File: config.mk
export PLATFORM = sky130hd
export DESIGN_NAME = timing_ctrl
export DESIGN_NICKNAME = d
export VERILOG_FILES = /design/src/rtl/tc_pkg.sv /design/src/rtl/tc_cpu_ce.sv /design/src/rtl/tc_trx_ce.sv /design/src/rtl/tc_wait.sv /design/src/rtl/timing_ctrl.sv
export SDC_FILE = /design/constraint.sdc
export NUM_CORES = 1
export LEC_CHECK = 0
export ABC_AREA = 1
export BUFFER_PORTS_ARGS = -buffer_cell sky130_fd_sc_hd__buf_2
export CAP_MARGIN = 5
export CORE_UTILIZATION = 35
export CTS_BUF_LIST = sky130_fd_sc_hd__clkbuf_4 sky130_fd_sc_hd__clkbuf_8
export CTS_CLUSTER_DIAMETER = 60
export DETAILED_ROUTE_END_ITERATION = 10
export HOLD_SLACK_MARGIN = 0.02
export SLEW_MARGIN = 20
export SYNTH_ARGS = -nofsm -noshare
export SYNTH_HDL_FRONTEND = slang
export SYNTH_SLANG_ARGS = --single-unit
File: constraint.sdc
create_clock -name clk_i -period 1.25 [get_ports clk_i]
set_input_delay 0.25 -clock clk_i [delete_from_list [all_inputs] [get_ports clk_i]]
set_output_delay 0.25 -clock clk_i [all_outputs]
set_load 0.1 [all_outputs]
File: src/rtl/tc_pkg.sv
package tc_pkg;
  localparam int IW_W   = 2;
  localparam int DW_W   = 3;
  localparam int CFG_W  = 3 + IW_W + DW_W;
  localparam int BIT_DIV = 8;

  typedef enum logic [1:0] {
    TRX_DIV1 = 2'b00,
    TRX_DIV2 = 2'b01,
    TRX_DIV4 = 2'b10,
    TRX_EXT  = 2'b11
  } trx_sel_e;

  typedef struct packed {
    logic [DW_W-1:0] dw;
    logic [IW_W-1:0] iw;
    logic            cpu_half;
    trx_sel_e        sel;
  } cfg_t;
endpackage

File: src/rtl/tc_cpu_ce.sv
module tc_cpu_ce (
  input  logic clk_i,
  input  logic rst_ni,
  input  logic half_i,
  output logic ce_o
);
  logic ph_q;

  always_ff @(posedge clk_i) begin
    if (!rst_ni) ph_q <= 1'b0;
    else         ph_q <= ~ph_q;
  end

  assign ce_o = !half_i || ph_q;
endmodule

File: src/rtl/tc_trx_ce.sv
module tc_trx_ce
  import tc_pkg::*;
#(
  parameter int SYNC_N  = 2,
  parameter int STB_DIV = BIT_DIV
) (
  input  logic     clk_i,
  input  logic     rst_ni,
  input  trx_sel_e sel_i,
  input  logic     xclk_i,
  output logic     trx_ce_o,
  output logic     bit_stb_o
);
  localparam int BC_W = (STB_DIV > 1) ? $clog2(STB_DIV) : 1;
  localparam logic [BC_W-1:0] BC_LAST = BC_W'(STB_DIV - 1);

  logic [1:0]        div_q;
  logic [SYNC_N-1:0] sync_q;
  logic              prev_q;
  logic              ext_edge;
  logic [BC_W-1:0]   bit_q;

  always_ff @(posedge clk_i) begin
    if (!rst_ni) begin
      div_q  <= '0;
      sync_q <= '0;
      prev_q <= 1'b0;
    end else begin
      div_q  <= div_q + 2'd1;
      sync_q <= {sync_q[SYNC_N-2:0], xclk_i};
      prev_q <= sync_q[SYNC_N-1];
    end
  end

  assign ext_edge = sync_q[SYNC_N-1] && !prev_q;

  always_comb begin
    unique case (sel_i)
      TRX_DIV1: trx_ce_o = 1'b1;
      TRX_DIV2: trx_ce_o = div_q[0];
      TRX_DIV4: trx_ce_o = (div_q == 2'd3);
      default:  trx_ce_o = ext_edge;
    endcase
  end

  always_ff @(posedge clk_i) begin
    if (!rst_ni)       bit_q <= '0;
    else if (trx_ce_o) bit_q <= (bit_q == BC_LAST) ? '0 : bit_q + BC_W'(1);
  end

  assign bit_stb_o = trx_ce_o && (bit_q == BC_LAST);
endmodule

File: src/rtl/tc_wait.sv
module tc_wait #(
  parameter int IW_W = 2,
  parameter int DW_W = 3
) (
  input  logic            clk_i,
  input  logic            rst_ni,
  input  logic            ce_i,
  input  logic            valid_i,
  input  logic            is_data_i,
  input  logic [IW_W-1:0] iw_i,
  input  logic [DW_W-1:0] dw_i,
  output logic            ready_o
);
  localparam int CW = (DW_W > IW_W) ? DW_W : IW_W;

  logic          busy_q;
  logic [CW-1:0] rem_q;
  logic [CW-1:0] target;

  assign target  = is_data_i ? CW'(dw_i) : CW'(iw_i);
  assign ready_o = valid_i && ce_i && (busy_q ? (rem_q == '0) : (target == '0));

  always_ff @(posedge clk_i) begin
    if (!rst_ni) begin
      busy_q <= 1'b0;
      rem_q  <= '0;
    end else if (ce_i && valid_i) begin
      if (!busy_q) begin
        if (target != '0) begin
          busy_q <= 1'b1;
          rem_q  <= target - CW'(1);
        end
      end else if (rem_q == '0) begin
        busy_q <= 1'b0;
      end else begin
        rem_q <= rem_q - CW'(1);
      end
    end
  end
endmodule

File: src/rtl/timing_ctrl.sv
module timing_ctrl
  import tc_pkg::*;
(
  input  logic             clk_i,
  input  logic             rst_ni,
  input  logic             xclk_i,
  input  logic             cfg_we_i,
  input  logic [CFG_W-1:0] cfg_wdata_i,
  input  logic             req_valid_i,
  input  logic             req_is_data_i,
  output logic             req_ready_o,
  output logic             cpu_ce_o,
  output logic             trx_ce_o,
  output logic             bit_stb_o,
  output logic             clk_out_o
);
  localparam cfg_t CFG_RST = '{dw: '1, iw: '1, cpu_half: 1'b0, sel: TRX_DIV1};

  cfg_t cfg_q;

  always_ff @(posedge clk_i) begin
    if (!rst_ni)       cfg_q <= CFG_RST;
    else if (cfg_we_i) cfg_q <= cfg_t'(cfg_wdata_i);
  end

  assign clk_out_o = clk_i;

  tc_cpu_ce u_cpu (
    .clk_i  (clk_i),
    .rst_ni (rst_ni),
    .half_i (cfg_q.cpu_half),
    .ce_o   (cpu_ce_o)
  );

  tc_trx_ce #(.SYNC_N(2), .STB_DIV(BIT_DIV)) u_trx (
    .clk_i     (clk_i),
    .rst_ni    (rst_ni),
    .sel_i     (cfg_q.sel),
    .xclk_i    (xclk_i),
    .trx_ce_o  (trx_ce_o),
    .bit_stb_o (bit_stb_o)
  );

  tc_wait #(.IW_W(IW_W), .DW_W(DW_W)) u_wait (
    .clk_i     (clk_i),
    .rst_ni    (rst_ni),
    .ce_i      (cpu_ce_o),
    .valid_i   (req_valid_i),
    .is_data_i (req_is_data_i),
    .iw_i      (cfg_q.iw),
    .dw_i      (cfg_q.dw),
    .ready_o   (req_ready_o)
  );
endmodule

Yosys cells after proc, flatten, opt, wreduce, memory -nomap -nowiden
Index checks and enable logic that the tools add are counted.
{"block": "word_totals", "register_bits": 21, "in_bits": 14, "output_inout_bits": 5, "word_cells": 44}
{"block": "op_classes", "add_sub_neg": 4, "n_eq_ne": 5, "mux": 10, "bitwise": 1, "reduce_logical": 13}
{"cell": "two-way mux 3 bit", "n": 5}
{"cell": "logical NOT 3 bit", "n": 2}
{"cell": "subtractor 3 x 1 -> 3 bit, second input constant", "n": 2}
{"cell": "== test 2 bit, second input constant", "n": 2}
{"cell": "logical AND 1 bit", "n": 4}
{"cell": "two-way mux 1 bit", "n": 4}
{"cell": "adder 3 x 1 -> 3 bit, second input constant", "n": 1}
{"cell": "== test 3 bit, second input constant", "n": 1}
{"cell": "one-hot mux 1 bit (3 select lines)", "n": 1}
{"cell": "AND reduction 3 bit", "n": 1}
{"cell": "nonzero test 3 bit", "n": 1}
{"cell": "adder 2 x 1 -> 2 bit, second input constant", "n": 1}
{"cell": "== test 2 x 1 -> 1 bit, second input constant", "n": 1}
{"cell": "logical NOT 1 bit", "n": 2}
{"cell": "logical NOT 2 bit", "n": 1}
{"cell": "!= test 2 bit, second input constant", "n": 1}
{"cell": "nonzero test 2 bit", "n": 1}
{"cell": "logical OR 1 bit", "n": 1}
{"cell": "inverter 1 bit", "n": 1}

Logic depth before layout (Yosys ltp)
{"block": "logic_depth", "ltp_word": 4, "depth_mapped": 9, "mapped_depth_nobuf": 9}

Hierarchy
Synthesis repeated with hierarchy kept, for this count alone.
{"block": "unflattened", "hier_cells": 149, "area_unflattened_um2": 1013.5}
{"module": "tc_trx_ce", "instances": 1, "cells_per_inst": 48, "area_each_um2": 362.8, "seq_area_each_um2": 160.2}
{"module": "timing_ctrl", "instances": 1, "cells_per_inst": 42, "area_each_um2": 309.0, "seq_area_each_um2": 160.2}
{"module": "tc_wait", "instances": 1, "cells_per_inst": 54, "area_each_um2": 306.5, "seq_area_each_um2": 80.1}
{"module": "tc_cpu_ce", "instances": 1, "cells_per_inst": 5, "area_each_um2": 35.0, "seq_area_each_um2": 20.0}

==> results.txt <==
* Adder and majority gate portion of the synthesized area: 5.10%
* Slew headroom: 81.6%
- The routed design has 2.04 mm of wire.
* Post-synth top flop: dfxtp_1
- Setup slack on the critical path of the routed design comes to -0.450 ns.
- Port-buffer cells: 18
* PD cells: 1450 nW/um^2
- For the pin with the worst max-slew slack, the measured transition is approximately 0.28 ns.
- Vias per cell: approximately 4.6
- Pre-CTS setup slack: -0.112 ns
- The layer flagged by global routing as most heavily used is met2.
- Register area share after synthesis: a little over two fifths
- MaxCap Viol Count: 0
- The die covers 3020 sq um.
* Max-slew violation total from the final report: 0
- Worst flop-to-flop path endpoint: u_wait.rem_q[0]
- The flow ran to the end, but the final reports show violations.
* Worst VDD drop: 0.00126 V
- A synthesized cell averages 7.92 sq um.
* RD Place Congestion: 0.795
- Count of different cell masters after synthesis: 26
- Worst stage delay on the critical path: 0.38 ns
- The most critical setup path has its startpoint at u_wait.busy_q.
- Dividing the detail-routed wire length by the instance count gives around 11 um.
* Final design utilization: 57.9%
- Clk_lat worst skew: ~0.42 ns
- DRC violations left: 0
- Of the cells placed in the final design, the portion with a size suffix greater than 1 is 53.0%.
- Worst flop-to-flop path startpoint: u_wait.busy_q
- The die is approximately 55 um wide.
- In this run the biggest area consumer among cell types represents 42.8% of the synthesized area.
* Post-Place Cell Area: 1260 sq um
- For the worst flop-to-flop path, the logic depth is 11.
* Compound-cell area share of the yosys netlist: 12.5%
- Worst reg-to-reg setup slack: -0.14 ns
- Portion of netlist area occupied by mux cells: 0%
- Path type of the worst min-delay path: in -> reg
* Global router's overall resource usage: roughly 16%
* Switch Pwr: 0.845 mW
- Of all nets on the critical path, the largest fanout is 4.
* Aggregate global routing overflow: 0
- The internal power of the cells totals 1.30 mW.
* Simple-Gate Fraction of Synth Area: between 20% and 30%
- The core region is 2570 sq um.
- In this run, synthesis inferred 0 flip-flops with an integrated enable.
* Hold violation count in the final report: 0
- In this run the worst setup path terminates at req_ready_o.
- Summed instance area of the synthesized netlist: around 980 sq um
* Post-layout minimum cycle time: 1.70 ns
- Crit path cell chain: inv_2 > nand2_2 > nor2_4 > nand2_4 > a21boi_4 > buf_12
- In the final design database the tool counted between 150 and 200 nets.
* Share of total power in the clock network: 39.2%
- Final instance area: 1490 sq um
- Static Leakage: 0.721 nW
* Parity-gate share of the synthesized area counting xor and xnor cells: 0.892%
- Number of placement rows: 18
- Ranked by instance count, the synthesized netlist is headed by nand2_1, dfxtp_1, inv_1, nor2_1, o21ai_1.
* Required time of the critical path: 1.00 ns
* Relative contribution of combinational cells to total power: 24.4%
- Antenna cell count: 0
- Detailed Routing Iterations Pass 1: 4
- Entering global routing, the biggest net connects 18 pins.
- Number of top-level pins: 19
- Leading area contributor after synthesis: dfxtp_1
* Proportion of synthesized flip-flops having asynchronous set or reset: 0%
- CTS tree: done
- Cell at the slowest stage of the critical path: dfxtp_4
- Sort of element at the end of the critical path: output port
- Grt met1 use: approximately a fifth
- Wire length of the first global-routing pass: 3.26 mm
* Global routing usage on met2: around a quarter
- For this configuration, the core starts out at a cell density of around two fifths.
* Seq pwr share: 36.4%
- The critical path is of the reg -> out type.
- The most common cell in the synthesized netlist is nand2_1.
- Once detailed placement completed, the half-perimeter wirelength came to 1.41 mm.
- Main combinational cell family by area after synthesis: simple AND/OR/NAND/NOR gates
- The cell count after synthesis came out at 124.
- Net switching is between 30% and 40% of the power.
- Clock-pin slew was measured on the worst setup and hold paths at 0.13 ns.
* Setup Viol. Count Final: 7
- Post-Route Hold Slack: 0.0336 ns
- Final worst-path cycle share: 136%
- The initial antenna violation count is 0.
- Setup repair after global routing could not meet its margin everywhere.
- Once detail routing completed, the nets flagged for antenna violations numbered 0.
- Across the routed clock network, the largest skew measured is roughly 0.0026 ns.
- Via count of the first global-routing pass: ~810
* Highest clock frequency the design can meet: 588 MHz
- The layout has 239 filler cells.
- The die is 55.0 um tall.
- Global routing used 2.73% of the available met3 tracks.
- Top post-synthesis cells by area: dfxtp_1, nand2_1, inv_1
- Vias: 895
* Synth Net Count: 142
- Post-synthesis register bit count: 21
- Layout overhead on the synthesized area: 51.3%
- Initial drt markers: 10
- Worst endpoint data arrival time: 1.45 ns
- STA classifies the critical path startpoint as a flip-flop.
* Violations in the final reports: setup timing
- For this run, the number of Yosys warnings is 0.
metal layers:
| layer | wire length (um) | vias to the layer above |
|---|---|---|
| met3 | 71 | 3 |
| met1 | 905 | 410 |
| li1 | - | 465 |
| met4 | 31 | 0 |
| met5 | 0 | - |
| met2 | 1030 | 17 |
how the worst min path moves through the flow:
stage,startpoint,to,slack (ns),depth (start not counted)
after floorplan,xclk_i,u_trx.sync_q[0],0.35,2
after global placement,u_trx.sync_q[0],u_trx.sync_q[1],0.39,2
after detailed placement,u_trx.sync_q[0],u_trx.sync_q[1],0.40,2
after CTS,cfg_wdata_i[7],cfg_q[7],0.02,3
after global routing,cfg_wdata_i[3],cfg_q[3],0.03,3
final,cfg_wdata_i[7],cfg_q[7],0.03,3
sequential cells by signal, indices dropped and copies added (netlist names):
| signal | cells |
|---|---|
| u_trx.sync_q | 2 |
| u_trx.div_q | 2 |
| u_cpu.ph_q | 1 |
| u_trx.prev_q | 1 |
| u_wait.busy_q | 1 |
| u_wait.rem_q | 3 |
| cfg_q | 8 |
| u_trx.bit_q | 3 |
through the flow:
stage | TNS [ns] | total power, mW | std cells
after CTS | -1.62 | 2.11 | 190
after global routing | -2.22 | 2.26 | 194
final | -1.77 | 2.15 | 194
after detailed placement | -0.308 | 1.51 | 179
after floorplan | -0.855 | 1.38 | 124
after global placement | -0.247 | 1.50 | 179
timing repair:
action	in CTS	in global routing
hold buffers	2	0
gates resized for setup	14	21
pin swaps	4	12
cloned	0	0
hold endpoints to repair	2	0
setup buffers	3	5
setup endpoints to repair	7	7
worst max-delay path, delay by kind of cell, from the launching register on:
family          cells  cell delay (ns)
compound gates      1             0.16
buf+inv             2             0.25
flops               1             0.38
simple gates        3             0.24
cell families (layout without fill, tap and decap cells):
| family | count (synthesis) | after routing |
|---|---|---|
| compound gates | 19 | 19 |
| simple gates | 56 | 56 |
| buf+inv | 23 | 63 |
| fa+ha+maj | 4 | 4 |
| flops | 21 | 21 |
| xor+xnor | 1 | 1 |
layout by cell type (no fill, tap or decap):
| master | synthesis | routed |
|---|---|---|
| dfxtp_1 | 21 | 13 |
| dfxtp_4 | 0 | 1 |
| buf_2 | 1 | 13 |
| nand3_1 | 5 | 4 |
| o22ai_2 | 0 | 1 |
| o21bai_2 | 1 | 1 |
| a21oi_1 | 4 | 4 |
| ha_4 | 0 | 3 |
| nand2_4 | 1 | 3 |
| inv_1 | 15 | 9 |
| ha_1 | 4 | 1 |
| xnor2_1 | 1 | 1 |
| nand2_2 | 3 | 6 |
| clkbuf_4 | 0 | 5 |
| dlygate4sd3_1 | 0 | 2 |
| dfxtp_2 | 0 | 7 |
| clkinvlp_4 | 0 | 2 |
| buf_12 | 0 | 5 |
| o21ai_1 | 7 | 7 |
| a21boi_4 | 1 | 2 |
| nand3_4 | 1 | 2 |
| nand4_1 | 1 | 1 |
| inv_2 | 4 | 8 |
| nand2_1 | 26 | 21 |
| buf_6 | 1 | 3 |
| nor2_1 | 13 | 10 |
| buf_4 | 1 | 15 |
| nor2_4 | 1 | 4 |
| nand3_2 | 1 | 1 |
| inv_4 | 0 | 1 |
| o21ai_0 | 4 | 4 |
| nor2_2 | 4 | 4 |
power groups by stage:
stage	clock [mW]	sequential, mW	combinational (mW)
2_1_floorplan	0.302	0.776	0.302
3_3_place_gp	0.282	0.780	0.434
3_5_place_dp	0.282	0.783	0.446
4_1_cts	0.863	0.772	0.477
5_1_grt	0.886	0.790	0.583
6_report	0.842	0.783	0.524
area by class of cell:
class / count / area, sq um / share of cell area (%)
timing repair buffer: 37 / 312 / 21.0
clock inverter: 1 / 7.51 / 0.505
inverter: 19 / 77.6 / 5.22
tap: 30 / 37.5 / 2.53
clock buffer: 6 / 57.6 / 3.87
sequential: 21 / 433 / 29.1
multi-input combinational: 80 / 562 / 37.8
Note: power is estimated with default switching activity, not from simulation.
